--- src/rtl/intx_collect_pkg.sv ---
`timescale 1ns/1ps
package intx_collect_pkg;
   typedef enum logic [1:0] {
      ACC_NONE   = 2'd0,
      ACC_STATUS = 2'd1,
      ACC_ENABLE = 2'd2
   } acc_kind_e;

   function automatic int unsigned lane_pos(input int unsigned idx, input int unsigned stride);
      return idx * stride;
   endfunction
endpackage

--- src/rtl/intx_lane.sv ---
`timescale 1ns/1ps
// One lane: a sticky status flop plus its enable flop.
module intx_lane (
   input  logic clk,
   input  logic rst_n,
   input  logic evt,
   input  logic stat_clr_wr,
   input  logic en_wr,
   input  logic wbit,
   output logic stat_q,
   output logic en_q
);
   logic stat_d;
   logic en_d;

   // A new event takes priority over a clear in the same cycle.
   always_comb begin
      stat_d = stat_q;
      if (stat_clr_wr && wbit) stat_d = 1'b0;
      if (evt)                 stat_d = 1'b1;
      en_d = en_wr ? wbit : en_q;
   end

   always_ff @(posedge clk or negedge rst_n) begin
      if (!rst_n) begin
         stat_q <= 1'b0;
         en_q   <= 1'b0;
      end else begin
         stat_q <= stat_d;
         en_q   <= en_d;
      end
   end
endmodule

--- src/rtl/intx_reg_decode.sv ---
`timescale 1ns/1ps
// Decodes the offset, extracts the lane bits being written, and builds the read word.
module intx_reg_decode
   import intx_collect_pkg::*;
#(
   parameter int unsigned NUM_LINES   = 4,
   parameter int unsigned LANE_STRIDE = 2,
   parameter int unsigned DATA_W      = 32,
   parameter int unsigned ADDR_W      = 12,
   parameter logic [ADDR_W-1:0] STATUS_OFS = '0,
   parameter logic [ADDR_W-1:0] ENABLE_OFS = ADDR_W'(12)
) (
   input  logic [ADDR_W-1:0]    acc_addr,
   input  logic                 acc_wr,
   input  logic [DATA_W-1:0]    acc_wdata,
   input  logic [NUM_LINES-1:0] stat_vec,
   input  logic [NUM_LINES-1:0] en_vec,
   output logic                 wr_status,
   output logic                 wr_enable,
   output logic [NUM_LINES-1:0] lane_wbits,
   output logic [DATA_W-1:0]    acc_rdata
);
   acc_kind_e kind;
   logic unused_wdata;

   assign unused_wdata = ^acc_wdata;

   always_comb begin
      if (acc_addr == STATUS_OFS)      kind = ACC_STATUS;
      else if (acc_addr == ENABLE_OFS) kind = ACC_ENABLE;
      else                             kind = ACC_NONE;
   end

   assign wr_status = acc_wr && (kind == ACC_STATUS);
   assign wr_enable = acc_wr && (kind == ACC_ENABLE);

   for (genvar g = 0; g < NUM_LINES; g++) begin : g_wbit
      assign lane_wbits[g] = acc_wdata[lane_pos(g, LANE_STRIDE)];
   end

   always_comb begin
      acc_rdata = '0;
      for (int i = 0; i < NUM_LINES; i++) begin
         case (kind)
            ACC_STATUS: acc_rdata[lane_pos(i, LANE_STRIDE)] = stat_vec[i];
            ACC_ENABLE: acc_rdata[lane_pos(i, LANE_STRIDE)] = en_vec[i];
            default:    ;
         endcase
      end
   end
endmodule

--- src/rtl/intx_irq_merge.sv ---
`timescale 1ns/1ps
// Combines the enabled status bits; REG_IRQ selects a direct or a flopped output.
module intx_irq_merge #(
   parameter int unsigned NUM_LINES = 4,
   parameter bit          REG_IRQ   = 1'b0
) (
   input  logic                 clk,
   input  logic                 rst_n,
   input  logic [NUM_LINES-1:0] stat_vec,
   input  logic [NUM_LINES-1:0] en_vec,
   output logic                 irq_out
);
   logic any_pending;
   assign any_pending = |(stat_vec & en_vec);

   if (REG_IRQ) begin : g_flop
      always_ff @(posedge clk or negedge rst_n) begin
         if (!rst_n) irq_out <= 1'b0;
         else        irq_out <= any_pending;
      end
   end else begin : g_direct
      logic unused_clk;
      assign unused_clk = clk ^ rst_n;
      assign irq_out = any_pending;
   end
endmodule

--- src/rtl/intx_pulse_collector.sv ---
`timescale 1ns/1ps
module intx_pulse_collector #(
   parameter int unsigned NUM_LINES   = 4,
   parameter int unsigned LANE_STRIDE = 2,
   parameter int unsigned DATA_W      = 32,
   parameter int unsigned ADDR_W      = 12,
   parameter logic [ADDR_W-1:0] STATUS_OFS = '0,
   parameter logic [ADDR_W-1:0] ENABLE_OFS = ADDR_W'(12),
   parameter bit          REG_IRQ     = 1'b0
) (
   input  logic                 clk,
   input  logic                 rst_n,
   input  logic [NUM_LINES-1:0] intx_evt,
   input  logic [ADDR_W-1:0]    acc_addr,
   input  logic                 acc_wr,
   input  logic [DATA_W-1:0]    acc_wdata,
   output logic [DATA_W-1:0]    acc_rdata,
   output logic                 irq_out
);
   localparam int unsigned TOP_BIT = (NUM_LINES - 1) * LANE_STRIDE;

   if (TOP_BIT >= DATA_W) begin : g_bad_width
      $error("lane bits do not fit in the data word");
   end
   if (STATUS_OFS == ENABLE_OFS) begin : g_bad_ofs
      $error("status and enable offsets collide");
   end
   if (LANE_STRIDE == 0) begin : g_bad_stride
      $error("lane stride must be nonzero");
   end

   logic [NUM_LINES-1:0] stat_vec;
   logic [NUM_LINES-1:0] en_vec;
   logic [NUM_LINES-1:0] lane_wbits;
   logic                 wr_status;
   logic                 wr_enable;

   intx_reg_decode #(
      .NUM_LINES(NUM_LINES), .LANE_STRIDE(LANE_STRIDE), .DATA_W(DATA_W),
      .ADDR_W(ADDR_W), .STATUS_OFS(STATUS_OFS), .ENABLE_OFS(ENABLE_OFS)
   ) u_dec (
      .acc_addr(acc_addr), .acc_wr(acc_wr), .acc_wdata(acc_wdata),
      .stat_vec(stat_vec), .en_vec(en_vec),
      .wr_status(wr_status), .wr_enable(wr_enable),
      .lane_wbits(lane_wbits), .acc_rdata(acc_rdata)
   );

   for (genvar g = 0; g < NUM_LINES; g++) begin : g_lane
      intx_lane u_lane (
         .clk(clk), .rst_n(rst_n), .evt(intx_evt[g]),
         .stat_clr_wr(wr_status), .en_wr(wr_enable), .wbit(lane_wbits[g]),
         .stat_q(stat_vec[g]), .en_q(en_vec[g])
      );
   end

   intx_irq_merge #(.NUM_LINES(NUM_LINES), .REG_IRQ(REG_IRQ)) u_irq (
      .clk(clk), .rst_n(rst_n), .stat_vec(stat_vec), .en_vec(en_vec),
      .irq_out(irq_out)
   );
endmodule

--- config.mk ---
export PLATFORM = sky130hd
export DESIGN_NAME = intx_pulse_collector
export DESIGN_NICKNAME = d
export VERILOG_FILES = /design/src/rtl/intx_collect_pkg.sv /design/src/rtl/intx_lane.sv /design/src/rtl/intx_reg_decode.sv /design/src/rtl/intx_irq_merge.sv /design/src/rtl/intx_pulse_collector.sv
export SDC_FILE = /design/constraint.sdc
export NUM_CORES = 1
export LEC_CHECK = 0
export BUFFER_PORTS_ARGS = -buffer_cell sky130_fd_sc_hd__buf_2
export CORE_MARGIN = 2
export CORE_UTILIZATION = 36
export CTS_BUF_LIST = sky130_fd_sc_hd__clkbuf_4 sky130_fd_sc_hd__clkbuf_8
export DETAILED_ROUTE_END_ITERATION = 10
export GPL_TIMING_DRIVEN = 0
export PLACE_DENSITY_LB_ADDON = 0.25
export SYNTH_ARGS = -nofsm -noshare
export SYNTH_HDL_FRONTEND = slang
export SYNTH_HIERARCHICAL = 1
export SYNTH_SLANG_ARGS = --single-unit
--- constraint.sdc ---
create_clock -name clk -period 2.4 [get_ports clk]
set_clock_uncertainty 0.1 [all_clocks]
set_input_delay 0.12 -clock clk [delete_from_list [all_inputs] [get_ports clk]]
set_output_delay 0.12 -clock clk [all_outputs]
set_load 0.03 [all_outputs]
# Yosys cells after proc, flatten, opt, wreduce, memory -nomap -nowiden

Index checks and enable logic that the tools add are counted.

Equal/unequal tests: 3
Multiplexer cells: 14
Bitwise logic cells: 1
Reduce and logical (&&, ||, !) cells: 12

Operators by type and width:

| operator                                        | count |
|---|---|
| == test 12 x 4 -> 1 bit (second input constant) | 1 |
| zero test 12 bit                                | 1 |
| 2-to-1 mux 1 bit                                | 8 |
| case mux 1 bit (2 select lines)                 | 4 |
| nonzero test 2 bit                              | 4 |
| logical AND 1 bit                               | 6 |
| bitwise AND 4 bit                               | 1 |
| 2-to-1 mux 2 bit                                | 2 |
| OR reduction 4 bit                              | 1 |
| == test 2 x 1 -> 1 bit (second input constant)  | 1 |
| == test 2 bit (second input constant)           | 1 |

Register bits after elaboration: 8
Input port bits: 51
Output and inout bits: 33

# Longest topological paths before layout

Word-level depth: 8
Depth in mapped cells: 5
Depth with buffers taken out: 5

# Modules after synthesis

The synthesis kept the hierarchy.

Modules (own cells, without submodules):

| module          | times used | cells each | area each (um2) | sequential area each (um2) |
|---|---|---|---|---|
| intx_reg_decode | 1          | 49         | 372.9           | 0.0 |
| intx_lane       | 4          | 5          | 76.3            | 50.0 |
| intx_irq_merge  | 1          | 3          | 18.8            | 0.0 |

# Least setup slack after synthesis

OpenSTA, ideal clock, no wires.

Kind: input -> register
Start: in acc_addr[5]
End: reg g_lane[0].u_lane.en_q
Setup time: 125 ps
Arrival time: 1,432 ps
Data required time: 2,175 ps
Slack: 743 ps
Stages: 4
Path buffers: 0
Cells stage by stage: nor4_2 nand2_2 nor3b_1 mux2_4

Longest elaborated chain between the ends: 5
Elaborated cells on any way between the ends: 6
Classes of those cells: eq/ne (2); mux (2); reduce/logical (2)

RTL lines:

| element                 | line                       | text |
|---|---|---|
| start, declared         | intx_pulse_collector.sv:14 | `input logic [ADDR_W-1:0] acc_addr,` |
| == test 12 x 4 -> 1 bit | intx_reg_decode.sv:30      | `else if (acc_addr == ENABLE_OFS) kind = ACC_ENABLE;` |
| 2-to-1 mux 2 bit        | intx_reg_decode.sv:30      |  |
| 2-to-1 mux 2 bit *      | intx_reg_decode.sv:29      | `if (acc_addr == STATUS_OFS) kind = ACC_STATUS;` |
| == test 2 bit *         | intx_reg_decode.sv:35      | `assign wr_enable = acc_wr && (kind == ACC_ENABLE);` |
| logical AND 1 bit *     | intx_reg_decode.sv:35      |  |
| via wr_enable           | intx_pulse_collector.sv:36 | `logic wr_enable;` |
| end signal, assigned    | intx_lane.sv:30            | `en_q <= en_d;` |
| end, declared           | intx_lane.sv:11            | `output logic en_q` |

Mark *: on every way through the listed nets, which the timed path passes. The rest lies on a longest branch.
A chain may end at the register's enable or synchronous reset.

# Final worst setup path

Start: in acc_addr[5]
End: reg g_lane[3].u_lane.en_q

Longest elaborated chain between the ends: 5
Elaborated cells on any way between the ends: 6
Classes of those cells: eq/ne (2); mux (2); reduce/logical (2)

RTL lines:

| element                 | line |
|---|---|
| == test 12 x 4 -> 1 bit | intx_reg_decode.sv:30 |
| 2-to-1 mux 2 bit        | intx_reg_decode.sv:30 |
| 2-to-1 mux 2 bit *      | intx_reg_decode.sv:29 |
| == test 2 bit *         | intx_reg_decode.sv:35 |
| logical AND 1 bit *     | intx_reg_decode.sv:35 |
| via wr_enable           | intx_pulse_collector.sv:36 |
| end signal, assigned    | intx_lane.sv:30 |
| end, declared           | intx_lane.sv:11 |

Marked as above.

==> flow_summary.toml <==
[status]
status = "complete, no violations"

[timing]
timing.hold.ws_ps = 13.1
hold_viol = 0
finalCritPeriodShare_pct = 72.0
worst_pin_slew_ps = 893
setup_tns_ps = 0
rsz0062_at_grt = "no"
worst_slack_ps = 671
setup_violations = 0
timing.fmax_ghz = 0.578
layout_min_cycle_time_ps = 1730
max_slew_margin_pct = 40.3
drv_slew = 0

[detailed_routing]
drt_wl_total_um = 1350
vias = 583
drtPass1Iterations = 4
via_per_inst = 3.74
drc_errors = 0
detail-route-antenna-nets = 0
drtIter0Drc = 3
wl_per_cell_um = 8.65

[critical_path]
start_kind = "input port"
r2r_cells = 1
crit_required_ps = 2430
cp-end-kind = "flip-flop"
crit_chain = "buf_2 > nor4_2 > nand2_2 > nor3b_1 > mux2_4"
cpMaxStageDelayCell = "nor3b_1"
crit_arrival_ps = 1760
cp.depth = 5
path_buf_inv = 1
cpPeakStageDelay_ps = 740
critPathKind = "in -> reg"
path_max_fanout = 6
cp_top_family = "simple AND/OR/NAND/NOR gates"

[placed_design]
numPortBuffers = 23
dp.cells = 147
place_hpwl_um = 1160
dpl_worst_slack_ps = 394
gp_congestion = 0.688
placed_cell_area_um2 = 945

[global_route]
grt_start_max_net_pins = 9
antenna_found_initial = 0
track_usage_pct = 12.0
grt_pass1_vias = 492
grt_pass1_wl_um = 1900
grt-ovfl-total = 0

[hold_path]
holdCritPathClass = "in -> reg"
holdPathStages = 2

[synthesis]
yosys-top-cells-area = "buf_4 34%, dfrtp_1 29%, mux2_4 8.6%"
synth_top_area_share_pct = 34.5
synth_compound_area_share_pct = 10.8
synthCells = 72
ys_warn_count = 6
synth_area_per_cell_um2 = 9.68
synth-edff-count = 0
synth_xor_area_share_pct = 0
synth_seq_cells = 8
yosysTopAreaCell = "buf_4"
yosys-mux-area-fraction_pct = 8.62
synthArstFlopShare_pct = 100
synthesis.area_um2 = 697
yosysSeqAreaShare_pct = 28.7
synth_ff_type = "dfrtp_1"
synth_top_family_by_area = "buffers and inverters"
ys_types = 14
yosys.area_share.simple_pct = 16.3
synth_fa_ha_area_share_pct = 0

[clock_network]
ctsResizeCount = 0
cts_made_buffers = 3
post-cts-setup-buffers = 0
cts.clk_slew.worst_paths_ps = 50
hold_buffers = 6
cts_max_path_buffers = 2
clockRootBuffer = "clkbuf_4"
cts_sinks = 8
cts-htree-levels = 1
clock_latency_ps = 250
cts_tree = "built"

[final_layout]
final_area_um2 = 1030
drive_above_1_share_pct = 51.1
area_growth_pct = 47.4
diodes = 0
utilization_pct = 57.6
final_cells = 156
nets = 184

[floorplanning]
core-area_um2 = 1780
rows = 15
die_w_um = 48
die_y_um = 48
start_util_pct = 39.1
dieArea_um2 = 2300
num_io_pins = 84

[run]
maxCapViolCount = 0

[power_and_ir_drop]
ir_drop_mv = 0.259
power_uw = 373
leakage_nw = 0.553
cellPowerDensity_nw_per_um2 = 363
path summary, 6_finish.rpt:
path                                                          start                                   to  slack, ps
worst min register to register  g_lane[2].u_lane/stat_q$_DFFE_PN0P_  g_lane[2].u_lane/stat_q$_DFFE_PN0P_        400
worst min-delay path                                   acc_wdata[0]    g_lane[0].u_lane/en_q$_DFFE_PN0P_         10
worst max-delay path                                    acc_addr[5]    g_lane[3].u_lane/en_q$_DFFE_PN0P_        670
worst max register to register    g_lane[3].u_lane/en_q$_DFFE_PN0P_    g_lane[3].u_lane/en_q$_DFFE_PN0P_       1520
max in group asynchronous                                     rst_n  g_lane[3].u_lane/stat_q$_DFFE_PN0P_       1890
min in group asynchronous                                     rst_n    g_lane[0].u_lane/en_q$_DFFE_PN0P_        140
cells by family after synthesis:
group                  Yosys count
and+or+nand+nor                 16
buffers and inverters           33
AOI/OAI and AO/OA               10
other                            1
DFF                              8
muxes                            4
synthesized netlist by cell type, types with 2 or more instances:
cell type	number
nor2_1	4
mux2_4	4
nor3b_1	2
buf_4	32
a21o_1	4
a22oi_1	6
nand2_1	5
dfrtp_1	8
nor4_2	2
placed cells by master (no fill, tap or decap), types with 3 or more instances in the layout:
cell,count
dlygate4sd3_1,6
mux2_4,4
conb_1,28
clkbuf_4,3
nand2_1,5
a22oi_1,6
dfrtp_1,8
buf_4,32
a21o_1,4
nor2_1,4
buf_2,23
state kept, by name (all words and copies together), names as in the netlist:
| register | cells |
|---|---|
| g_lane.u_lane/stat_q | 4 |
| g_lane.u_lane/en_q | 4 |
area by class of cell:
class                   instances  area, µm²
well taps                      25       31.3
repair buffers                 29        175
inverters                       1       3.75
fillers                       162        756
clock buffers                   3       22.5
plain buffers                  32        240
flip-flops and latches          8        200
multi-input cells              58        354
layer usage:
metal | vias up | GRT usage (%) | part of all wire (%)
met1 | 239 | 14.0 | 43
met2 | 41 | 20.3 | 43
met3 | 0 | 2.64 | 14
met4 | 0 | 6.49 | 0
li1 | 303 | - | -
met5 | - | 0 | 0
power breakdown:
part	leakage, nW	switching (mW)	internal, mW	total (mW)
sequential	0.0909	0.000249	0.135	0.136
clock	0.0138	0.0441	0.0571	0.101
combinational	0.449	0.0802	0.0563	0.136
total	0.553	0.125	0.249	0.373
Note: power is estimated with default switching activity, not from simulation.
